<file path="config.mk">
export PLATFORM = sky130hd
export DESIGN_NAME = cd_debounce
export DESIGN_NICKNAME = d
export VERILOG_FILES = /design/src/rtl/cd_deb_pkg.sv /design/src/rtl/cd_sync.sv /design/src/rtl/cd_filter.sv /design/src/rtl/cd_flag.sv /design/src/rtl/cd_debounce.sv
export SDC_FILE = /design/constraint.sdc
export NUM_CORES = 1
export LEC_CHECK = 0
export ABC_AREA = 1
export BUFFER_PORTS_ARGS = -buffer_cell sky130_fd_sc_hd__buf_2
export CAP_MARGIN = 10
export CORE_MARGIN = 4
export CORE_UTILIZATION = 46
export CTS_CLUSTER_SIZE = 12
export DETAILED_ROUTE_END_ITERATION = 6
export GPL_ROUTABILITY_DRIVEN = 0
export PLACE_DENSITY = 0.63
export REMOVE_ABC_BUFFERS = 1
export SLEW_MARGIN = 0
export SYNTH_ARGS = -nofsm -noshare
export SYNTH_HDL_FRONTEND = slang
export SYNTH_SLANG_ARGS = --single-unit
export TNS_END_PERCENT = 30
</file>
<file path="constraint.sdc">
create_clock -name clk_i -period 3.61 [get_ports clk_i]
set_input_delay 0.1805 -clock clk_i [delete_from_list [all_inputs] [get_ports clk_i]]
set_output_delay 0.1805 -clock clk_i [all_outputs]
set_load 0.01 [all_outputs]
</file>
<file path="src/rtl/cd_deb_pkg.sv">
package cd_deb_pkg;
  localparam int DLY_W = 4;

  typedef struct packed {
    logic hit;  // change accepted this cycle
    logic lvl;  // level being accepted
  } cd_evt_t;
endpackage

</file>
<file path="src/rtl/cd_sync.sv">
module cd_sync #(
  parameter int STAGES = 2
) (
  input  logic clk_i,
  input  logic rst_ni,
  input  logic d_i,
  output logic q_o
);
  logic [STAGES-1:0] chain_q;

  always_ff @(posedge clk_i or negedge rst_ni) begin
    if (!rst_ni) chain_q <= '0;
    else         chain_q <= {chain_q[STAGES-2:0], d_i};
  end

  assign q_o = chain_q[STAGES-1];
endmodule

</file>
<file path="src/rtl/cd_filter.sv">
module cd_filter
  import cd_deb_pkg::*;
#(
  parameter int EXT_UNIT = 1024,
  parameter int INS_UNIT = 8192
) (
  input  logic             clk_i,
  input  logic             rst_ni,
  input  logic             lvl_i,
  input  logic [DLY_W-1:0] dly_i,
  output logic             pres_o,
  output cd_evt_t          evt_o
);
  localparam int MAX_UNIT = (INS_UNIT > EXT_UNIT) ? INS_UNIT : EXT_UNIT;
  localparam int CYC_W    = (MAX_UNIT > 2) ? $clog2(MAX_UNIT) : 1;
  localparam logic [CYC_W-1:0] INS_LAST = CYC_W'(INS_UNIT - 1);
  localparam logic [CYC_W-1:0] EXT_LAST = CYC_W'(EXT_UNIT - 1);

  logic             pres_q;
  logic [CYC_W-1:0] cyc_q;
  logic [DLY_W-1:0] unit_q;
  logic             differ;
  logic             done;
  logic [CYC_W-1:0] unit_last;

  assign differ    = lvl_i ^ pres_q;
  assign done      = (unit_q >= dly_i);
  // direction picks the time base: moving to 1 is insertion
  assign unit_last = lvl_i ? INS_LAST : EXT_LAST;

  always_ff @(posedge clk_i or negedge rst_ni) begin
    if (!rst_ni) begin
      pres_q <= 1'b0;
      cyc_q  <= '0;
      unit_q <= '0;
    end else if (!differ) begin
      cyc_q  <= '0;
      unit_q <= '0;
    end else if (done) begin
      pres_q <= lvl_i;
      cyc_q  <= '0;
      unit_q <= '0;
    end else if (cyc_q == unit_last) begin
      cyc_q  <= '0;
      unit_q <= unit_q + 1'b1;
    end else begin
      cyc_q  <= cyc_q + 1'b1;
    end
  end

  assign pres_o    = pres_q;
  assign evt_o.hit = differ & done;
  assign evt_o.lvl = lvl_i;
endmodule

</file>
<file path="src/rtl/cd_flag.sv">
module cd_flag
  import cd_deb_pkg::*;
(
  input  logic    clk_i,
  input  logic    rst_ni,
  input  cd_evt_t evt_i,
  input  logic    rd_i,
  input  logic    mask_i,
  output logic    flag_o,
  output logic    irq_o,
  output logic    ext_o
);
  logic flag_q;
  logic ext_q;

  always_ff @(posedge clk_i or negedge rst_ni) begin
    if (!rst_ni) begin
      flag_q <= 1'b0;
      ext_q  <= 1'b0;
    end else begin
      // a new event beats a concurrent read
      flag_q <= evt_i.hit | (flag_q & ~rd_i);
      ext_q  <= evt_i.hit & ~evt_i.lvl;
    end
  end

  assign flag_o = flag_q;
  assign irq_o  = flag_q & ~mask_i;
  assign ext_o  = ext_q;
endmodule

</file>
<file path="src/rtl/cd_debounce.sv">
module cd_debounce
  import cd_deb_pkg::*;
#(
  parameter int EXT_UNIT    = 1024,
  parameter int INS_UNIT    = 8192,
  parameter int SYNC_STAGES = 2
) (
  input  logic             clk_i,
  input  logic             rst_ni,
  input  logic             raw_cd_i,
  input  logic [DLY_W-1:0] dly_sel_i,
  input  logic             irq_mask_i,
  input  logic             stat_rd_i,
  output logic             present_o,
  output logic             cd_flag_o,
  output logic             cd_irq_o,
  output logic             extract_o
);
  logic    sync_lvl;
  cd_evt_t evt;

  cd_sync #(.STAGES(SYNC_STAGES)) u_sync (
    .clk_i (clk_i),
    .rst_ni(rst_ni),
    .d_i   (raw_cd_i),
    .q_o   (sync_lvl)
  );

  cd_filter #(.EXT_UNIT(EXT_UNIT), .INS_UNIT(INS_UNIT)) u_filter (
    .clk_i (clk_i),
    .rst_ni(rst_ni),
    .lvl_i (sync_lvl),
    .dly_i (dly_sel_i),
    .pres_o(present_o),
    .evt_o (evt)
  );

  cd_flag u_flag (
    .clk_i (clk_i),
    .rst_ni(rst_ni),
    .evt_i (evt),
    .rd_i  (stat_rd_i),
    .mask_i(irq_mask_i),
    .flag_o(cd_flag_o),
    .irq_o (cd_irq_o),
    .ext_o (extract_o)
  );
endmodule

</file>
==> impl_metrics.tcl, run 1 <==
set metrics [dict create \
    status "finished clean" \
    crit_fanout 12 \
    die_w_um 59.9 \
    synthMuxAreaShare_pct 0 \
    p_comb_share_pct 23.5 \
    drt_iter0_markers 41 \
    end_kind "register" \
    finClkSkew_ps 3.33 \
    ys_types 19 \
    yosysSeqAreaShare_pct 44.4 \
    drive_above_1_share_pct 21.4 \
    vias_per_cell 4.71 \
    crit_top_cell "nand2_1" \
    p_int_mw 0.430 \
    yosys.area_share.simple_pct 32.5 \
    area_growth_pct 12.1 \
    synthXorXnorAreaFrac_pct 7.07 \
    cts-buffers-inserted 3 \
    synth_top_family_by_area "simple AND/OR/NAND/NOR gates" \
    cts_root_buf "clkbuf_4" \
    hold-worst-slack_ps 59.6 \
    drt_drc_violations_left 0 \
    cts_max_level 1 \
    slowest_stage "dfrtp_1" \
    grt_max_degree 23 \
    cp-endpoint "u_filter.cyc_q[12]$_DFF_PN0_" \
    ys_seq_elements 22 \
    met1_usage_pct 17.0 \
    power.density_nw_per_um2 442 \
    criticalPathCategory "reg -> reg" \
    initial_core_util_pct 49.1 \
    finalSetupViolations 0 \
    synth_area_um2 1240 \
    crit_chain "ha_1 -> nand2_1 -> inv_1 -> nand2_1 -> nand3_2 -> nor2_4 -> nand2_4 -> nor2_1" \
    min_period_ps 1660 \
    cts_buffer_depth 2 \
    peakVddDrop_mv 0.284 \
    postRouteAntennaNets 0 \
    fin_nets 175 \
    grt_pass1_vias 943 \
    port_buffers 12 \
    crit_path_start_kind "register" \
    p_sw_mw 0.184 \
    gr-max-usage-layer "met2" \
    report.final.slew_viol_count 0 \
    power_frac_seq_pct 46.7 \
    grt_antenna_before_repair 0 \
    yosys.area_share.adder_pct 6.06 \
    grt.total_usage_pct 14.2 \
    final_cell_mix "29 x nand2_1, 22 x dfrtp_1, 21 x inv_1" \
    cellLeakagePower_nw 0.699 \
    overflow 0 \
    synth_compound_area_share_pct 1.92 \
    wl_per_cell_um 10.4 \
    max_freq_ghz 0.602 \
    die_area_um2 3590 \
    rsz0062_at_grt "no" \
    rows 18 \
    coreArea_um2 2520 \
    n_antenna_cell 0 \
    worstReg2RegStart "u_filter.unit_q[3]$_DFFE_PN0P_" \
    critPathLaunch "u_filter.unit_q[3]$_DFFE_PN0P_" \
    p_clk_share_pct 29.7 \
    critPathRequiredTime_ps 3860 \
    r2r_slack_ps 1950 \
    cts.sinks 22 \
    io_pins 13 \
    critPathMaxStageDelay_ps 430 \
    setup_tns_ps 0 \
    postCtsSetupBuffers 0 \
    clk_latency_ps 300 \
    use_met2_pct 24.5 \
    die_h_um 59.9 \
    yosysWarnings 0 \
    vias 891 \
    cts.clk_slew.worst_paths_ps 110 \
    r2r_end "u_filter.cyc_q[12]$_DFF_PN0_" \
    worstPathArrival_ps 1910 \
    syn_avg_cell_area_um2 8.72 \
    final-hold-violation-count 0 \
    total_power_mw 0.614 \
    worstMarginPinSlew_ps 481 \
    min_period_over_period_pct 46.0 \
    reg2reg_depth 8 \
    hp-class "in -> reg" \
    use_met3_pct 3.89 \
    cts_tree "yes" \
    cap_violations 0 \
    synth_cells 142 \
    grt_pass1_wl_um 3860 \
    drtPass1Iterations 3 \
    max_slew_margin_pct 68.0 \
    place.detailed.hpwl_um 1560 \
    drt_wl_total_um 1970 \
    final_common_cell "nand2_1" \
    switching_share_pct 30.0 \
]
## repair_timing
action,in CTS,in global routing
hold endpoints to repair,23,0
resized for setup,0,0
hold buffers,2,0
## worst max-delay path, delay by kind of cell (launching register included)
kind          cells  cell delay [ps]
simple gates      6              810
flops             1              430
fa+ha+maj         1              330
buf+inv           1               30
## synthesized netlist by cell type (all sizes together)
library cell   n  area (um2)
nand2         30         120
inv           21        78.8
buf            1        20.0
nor2          26         145
nand4          3        18.8
o21ai          2        10.0
ha             6        75.1
nand3         18         113
a21oi          2        13.8
xor2           7        61.3
or2            1        6.26
xnor2          3        26.3
dfrtp         22         551
## cell type report
cell class / instances / area, um2
clock buffer: 3 / 22.5
clock inverter: 1 / 30.0
fill: 238 / 1130
inverter: 21 / 78.8
multi-input combinational: 98 / 589
sequential: 22 / 551
tap: 30 / 37.5
timing repair buffer: 14 / 80.1
## routing by layer
metal	vias up	routed length [um]
met3	5	53
met2	6	929
met5	-	0
met1	403	954
li1	477	-
met4	0	30
## sequential cells by signal (all words and copies together) (netlist names)
register / flops
u_filter.unit_q: 4
u_filter.pres_o: 1
u_sync.chain_q: 2
u_filter.cyc_q: 13
u_flag.ext_o: 1
u_flag.flag_o: 1
## power by group through the flow
stage                     Sequential, mW  Clock [mW]  Combinational [mW]
after floorplan                    0.294           0               0.105
after global placement             0.291           0               0.143
after detailed placement           0.292           0               0.147
after CTS                          0.287       0.189               0.149
after global routing               0.290       0.200               0.166
final                              0.287       0.183               0.145
## cell families after synthesis
| group | after synthesis |
|---|---|
| XOR/XNOR | 10 |
| flip-flops | 22 |
| adder cells (fa/ha/maj) | 6 |
| AO/OA/AOI/OAI | 4 |
| buffers and inverters | 22 |
| AND/OR/NAND/NOR | 78 |
## how the worst min path moves through the flow
| stage | from | to | slack, ps | cells after the start |
|---|---|---|---|---|
| after floorplan | rst_ni | u_filter.cyc_q[0]$_DFF_PN0_ | -120 | 0 |
| after global placement | rst_ni | u_filter.unit_q[2]$_DFFE_PN0P_ | 170 | 1 |
| after detailed placement | rst_ni | u_filter.unit_q[0]$_DFFE_PN0P_ | 170 | 1 |
| after CTS | stat_rd_i | u_flag.flag_o$_DFF_PN0_ | 40 | 2 |
| after global routing | stat_rd_i | u_flag.flag_o$_DFF_PN0_ | 40 | 2 |
| final | stat_rd_i | u_flag.flag_o$_DFF_PN0_ | 60 | 2 |
## per-stage QoR
step	instances	setup slack, ps	utilization (%)	cell area (um2)
3_5_place_dp	183	1950	52.2	1320
2_1_floorplan	141	2130	-	1220
6_report	189	1950	55.1	1390
4_1_cts	189	1920	55.1	1390
5_1_grt	189	1760	55.1	1390
3_3_place_gp	183	2010	52.2	1320
Note: power is estimated with default switching activity, not from simulation.
==> run 2: changes to the inputs <==
==> constraint.sdc (replaced) <==
create_clock -name clk_i -period 1.7 [get_ports clk_i]
set_input_delay 0.085 -clock clk_i [delete_from_list [all_inputs] [get_ports clk_i]]
set_output_delay 0.085 -clock clk_i [all_outputs]
set_load 0.01 [all_outputs]
==> impl_metrics.tcl, run 2 (same netlist as run 1, synthesis figures left out) <==
set metrics [dict create \
    n_antenna_cell 0 \
    crit_fanout 12 \
    final_common_cell "nand2_1" \
    final_cell_mix "29 x nand2_1, 22 x dfrtp_1, 21 x inv_1" \
    peakVddDrop_mv 0.601 \
    cts_root_buf "clkbuf_4" \
    cts_buffer_depth 2 \
    crit_path_start_kind "register" \
    vias_per_cell 4.83 \
    cts.clk_slew.worst_paths_ps 130 \
    cts-buffers-inserted 3 \
    overflow 0 \
    drtPass1Iterations 4 \
    grt_max_degree 23 \
    vias 923 \
    wl_per_cell_um 10.8 \
    cts_tree "yes" \
    largest_register_ffs 13 \
    die_h_um 59.9 \
    drt_drc_violations_left 0 \
    critPathLaunch "u_filter.unit_q[3]$_DFFE_PN0P_" \
    drive_above_1_share_pct 21.7 \
    coreArea_um2 2520 \
    clk_latency_ps 310 \
    criticalPathCategory "reg -> reg" \
    finClkSkew_ps 4.80 \
    initial_core_util_pct 49.1 \
    r2r_end "u_filter.cyc_q[12]$_DFF_PN0_" \
    place.detailed.hpwl_um 1540 \
    power.density_nw_per_um2 956 \
    grt_pass1_vias 903 \
    max_freq_ghz 0.655 \
    rows 18 \
    end_kind "register" \
    cts.sinks 22 \
    r2r_slack_ps 170 \
    grt_pass1_wl_um 3860 \
    fin_nets 177 \
    die_w_um 59.9 \
    max_slew_margin_pct 67.1 \
    worstPathArrival_ps 1780 \
    grt_antenna_before_repair 0 \
    io_pins 13 \
    final-hold-violation-count 0 \
    min_period_over_period_pct 89.9 \
    port_buffers 12 \
    top_register "u_filter.cyc_q" \
    min_period_ps 1530 \
    status "finished clean" \
    worstReg2RegStart "u_filter.unit_q[3]$_DFFE_PN0P_" \
    area_growth_pct 13.5 \
    cellLeakagePower_nw 0.708 \
    report.final.slew_viol_count 0 \
    reg_top3 "u_filter.cyc_q (13), u_filter.unit_q (4), u_sync.chain_q (2)" \
    critPathRequiredTime_ps 1950 \
    rsz0062_at_grt "no" \
    die_area_um2 3590 \
    grt.total_usage_pct 14.2 \
    drt_wl_total_um 2060 \
    setup_tns_ps 0 \
    hp-class "in -> async" \
    postRouteAntennaNets 0 \
    drt_iter0_markers 42 \
    worstMarginPinSlew_ps 493 \
    cts_max_level 1 \
    hold-worst-slack_ps 249 \
    reg2reg_depth 8 \
    cap_violations 0 \
    postCtsSetupBuffers 0 \
    finalSetupViolations 0 \
]
-- run 2: changes by cell type in the layout (fill, tap and decap cells not counted), sizes merged --
cell | previous run | this run
buf | 12 | 13
dlygate4sd3 | 2 | 3
-- run 2: cell type report --
class	instances	area, um2
Clock buffer	3	22.5
Sequential cell	22	551
Multi-Input combinational cell	98	589
Clock inverter	1	30.0
Inverter	21	78.8
Timing Repair Buffer	16	97.6
Tap cell	30	37.5
Fill cell	241	1120
-- run 2: repair_timing --
item / CTS / global route
hold buffers: 3 / 0
resized for setup: 0 / 0
setup endpoints to repair: 0 / 0
endpoints found under the hold margin: 24 / 0
-- run 2: worst max-delay path by stage --
stage                                           endpoint  slack [ps]  cells after the start
final                       u_filter.cyc_q[12]$_DFF_PN0_         170                      8
after global routing        u_filter.cyc_q[12]$_DFF_PN0_         0.5                      8
after CTS                 u_filter.unit_q[0]$_DFFE_PN0P_         160                      7
after detailed placement    u_filter.cyc_q[12]$_DFF_PN0_         190                      6
after global placement    u_filter.unit_q[1]$_DFFE_PN0P_         200                      9
after floorplan             u_filter.cyc_q[12]$_DFF_PN0_         220                      6
-- run 2: routing by layer --
layer,global-route usage (%),up-vias,routed length [um]
li1,-,478,-
met1,19.0,420,920
met2,23.0,23,1020
met3,3.89,2,100
met4,2.85,0,20
met5,0,-,0
-- run 2: critical path, stage by stage (launching register included) --
cell and delay (ps):
dfrtp_1 430, ha_1 330, nand2_1 70, inv_1 30
nand2_1 70, nand3_2 100, nor2_4 140, nand2_4 160
nor2_1 140
-- run 2: stage by stage --
stage / area [um2] / setup slack, ps / instances / utilization, % / power [mW]
6_report: 1410 / 172 / 191 / 55.8 / 1.35
5_1_grt: 1410 / 0.461 / 191 / 55.8 / 1.43
4_1_cts: 1410 / 160 / 191 / 55.8 / 1.36
3_3_place_gp: 1320 / 204 / 184 / 52.5 / 0.945
2_1_floorplan: 1220 / 216 / 141 / - / 0.847
3_5_place_dp: 1320 / 187 / 184 / 52.5 / 0.950
-- run 2: where the power goes --
part	leakage, nW	switching, mW	total, mW	internal, mW
clock network	0.0279	0.167	0.405	0.238
registers	0.299	0.0378	0.608	0.570
logic	0.381	0.212	0.331	0.120
==> run 3: changes to the inputs <==
--- a/config.mk
+++ b/config.mk
@@ -5,7 +5,7 @@
 export SDC_FILE = /design/constraint.sdc
 export NUM_CORES = 1
 export LEC_CHECK = 0
-export ABC_AREA = 1
+export ABC_AREA = 0
 export BUFFER_PORTS_ARGS = -buffer_cell sky130_fd_sc_hd__buf_2
 export CAP_MARGIN = 10
 export CORE_MARGIN = 4
==> constraint.sdc (replaced) <==
create_clock -name clk_i -period 1.9 [get_ports clk_i]
set_input_delay 0.095 -clock clk_i [delete_from_list [all_inputs] [get_ports clk_i]]
set_output_delay 0.095 -clock clk_i [all_outputs]
set_load 0.01 [all_outputs]
==> impl_metrics.tcl, run 3 <==
set metrics [dict create \
    overflow 0 \
    setup_ws_ps -28.7 \
    drtPass1Iterations 2 \
    place_area_um2 1250 \
    cts_max_level 1 \
    cts.sinks 22 \
    yosysWarnings 0 \
    report.final.slew_viol_count 0 \
    cts_buffer_depth 2 \
    coreArea_um2 2230 \
    worstMarginPinSlew_ps 487 \
    r2r_end "u_filter.cyc_q[9]$_DFF_PN0_" \
    vias_per_cell 5.20 \
    wl_per_cell_um 12.1 \
    critPathRequiredTime_ps 2100 \
    reg2reg_depth 5 \
    yosys_most_used_dff "dfrtp_1" \
    peakVddDrop_mv 0.566 \
    grt_antenna_before_repair 0 \
    critPathLaunch "u_filter.cyc_q[11]$_DFF_PN0_" \
    synth_area_um2 1080 \
    synth_area_leaders "dfrtp_1 51%, xnor2_1 7.3%, ha_1 6.9%" \
    grt.total_usage_pct 14.1 \
    synth_cells 110 \
    synth.top_cell.area_share_pct 50.9 \
    yosysSeqAreaShare_pct 50.9 \
    rows 17 \
    reg_top3 "u_filter.cyc_q (13), u_filter.unit_q (4), u_sync.chain_q (2)" \
    grt_max_degree 23 \
    crit_path_start_kind "register" \
    postRouteAntennaNets 0 \
    io_pins 13 \
    die_w_um 56.5 \
    synth_async_sr_flop_share_pct 100 \
    cts.clk_slew.worst_paths_ps 130 \
    cp-endpoint "u_filter.cyc_q[9]$_DFF_PN0_" \
    finalSetupViolations 14 \
    post-route-util_pct 60.8 \
    worstReg2RegStart "u_filter.cyc_q[11]$_DFF_PN0_" \
    design_area_um2 1360 \
    largest_register_ffs 13 \
    drive_above_1_share_pct 21.6 \
    finClkSkew_ps 14.5 \
    end_kind "register" \
    min_period_ps 1930 \
    dp_slack_ps -86.4 \
    top_register "u_filter.cyc_q" \
    drt_iter0_markers 7 \
    crit_fanout 13 \
    place.detailed.hpwl_um 1520 \
    port_buffers 12 \
    clk_latency_ps 310 \
    final_cell_mix "22 x dfrtp_1, 18 x nor2_1, 12 x buf_2" \
    max_slew_margin_pct 67.6 \
    cts_root_buf "clkbuf_4" \
    cap_violations 0 \
    cts_tree "yes" \
    grt_pass1_wl_um 3620 \
    fin_nets 155 \
    hp-class "in -> async" \
    area_growth_pct 25.7 \
    synth.most_common_cell "dfrtp_1" \
    die_h_um 56.5 \
    cts-buffers-inserted 3 \
    worstPathArrival_ps 2130 \
    drt_wl_total_um 2030 \
    rsz0062_at_grt "yes" \
    die_area_um2 3190 \
    total_power_mw 1.04 \
    ys_seq_elements 22 \
    cellLeakagePower_nw 0.626 \
    grt_pass1_vias 892 \
    setup_tns_ps -222 \
    synth_edf_count 0 \
    final_common_cell "dfrtp_1" \
    synthTopCellsByCount "22 x dfrtp_1, 18 x nor2_1, 10 x inv_1" \
    violations "setup timing" \
    r2r_slack_ps -30 \
    min_period_over_period_pct 102 \
    drt_drc_violations_left 0 \
    criticalPathCategory "reg -> reg" \
    status "complete, but fails checks" \
    power.density_nw_per_um2 765 \
    syn_avg_cell_area_um2 9.83 \
    final-hold-violation-count 0 \
    initial_core_util_pct 48.4 \
    max_freq_ghz 0.518 \
    vias 869 \
    n_antenna_cell 0 \
    ys_types 24 \
    synth_top_area_cell "dfrtp_1" \
]
run 3: changes by cell type after synthesis, sizes merged, moves of 3 or more:
cell | before | now
a21oi | 2 | 5
inv | 21 | 10
nand2 | 30 | 6
nand3 | 18 | 6
nor2 | 26 | 18
nor3 | 0 | 3
xnor2 | 3 | 9
xor2 | 7 | 3
run 3: routing by layer:
layer	vias to the layer above	share of wire, %	wire (um)	GRT usage (%)
met1	423	44	881	15.8
met5	-	0	0	0
met2	10	52	1060	26.1
met4	0	0.64	13	6.10
met3	2	3.3	67	2.07
li1	434	-	-	-
run 3: area by class of cell:
| type | count | area [um2] |
|---|---|---|
| sequential | 22 | 551 |
| clock buffer | 3 | 22.5 |
| inverter | 10 | 37.5 |
| tap | 28 | 35.0 |
| fill | 202 | 875 |
| timing repair buffer | 26 | 185 |
| multi-input combinational | 77 | 498 |
| clock inverter | 1 | 30.0 |
run 3: critical path, cell delays in order (launching register included):
cell	delay, ps
dfrtp_1	400
or4_4	540
a2111o_1	460
or2b_1	230
buf_12	140
nor2_1	50
run 3: repair_timing:
item,CTS,global route
pin swaps,2,0
setup buffers,1,1
endpoints found under the hold margin,24,0
resized for setup,1,2
hold buffers,3,0
setup endpoints to repair,15,17
run 3: how the worst min path moves through the flow:
stage | from | endpoint | slack (ps) | cells after the start
floorplan | rst_ni | u_filter.cyc_q[0]$_DFF_PN0_ | -200 | 0
global placement | rst_ni | u_flag.flag_o$_DFF_PN0_ | 80 | 1
detailed placement | rst_ni | u_flag.flag_o$_DFF_PN0_ | 80 | 1
CTS | rst_ni | u_filter.unit_q[3]$_DFFE_PN0P_ | 270 | 2
global route | rst_ni | u_filter.unit_q[3]$_DFFE_PN0P_ | 310 | 2
finish | rst_ni | u_filter.unit_q[3]$_DFFE_PN0P_ | 270 | 2
run 3: stage by stage:
stage | hold WS, ps | cells
after floorplan | -201 | 109
after global placement | 80.3 | 158
after detailed placement | 83.6 | 158
after CTS | 274 | 166
after global routing | 307 | 167
final | 267 | 167
run 3: where the power goes:
part           leakage (nW)  total, mW  switching (mW)  internal (mW)
logic                 0.300      0.162          0.0821         0.0798
clock network        0.0279      0.354           0.141          0.213
registers             0.298      0.524          0.0265          0.497
run 3: logic make-up after synthesis:
| group | synth area share (%) |
|---|---|
| AO/OA/AOI/OAI | 8.10 |
| XOR/XNOR | 9.72 |
| adder cells (fa/ha/maj) | 6.94 |
| buffers and inverters | 3.94 |
| flip-flops | 50.9 |
| multiplexers | 1.04 |
| AND/OR/NAND/NOR | 19.3 |
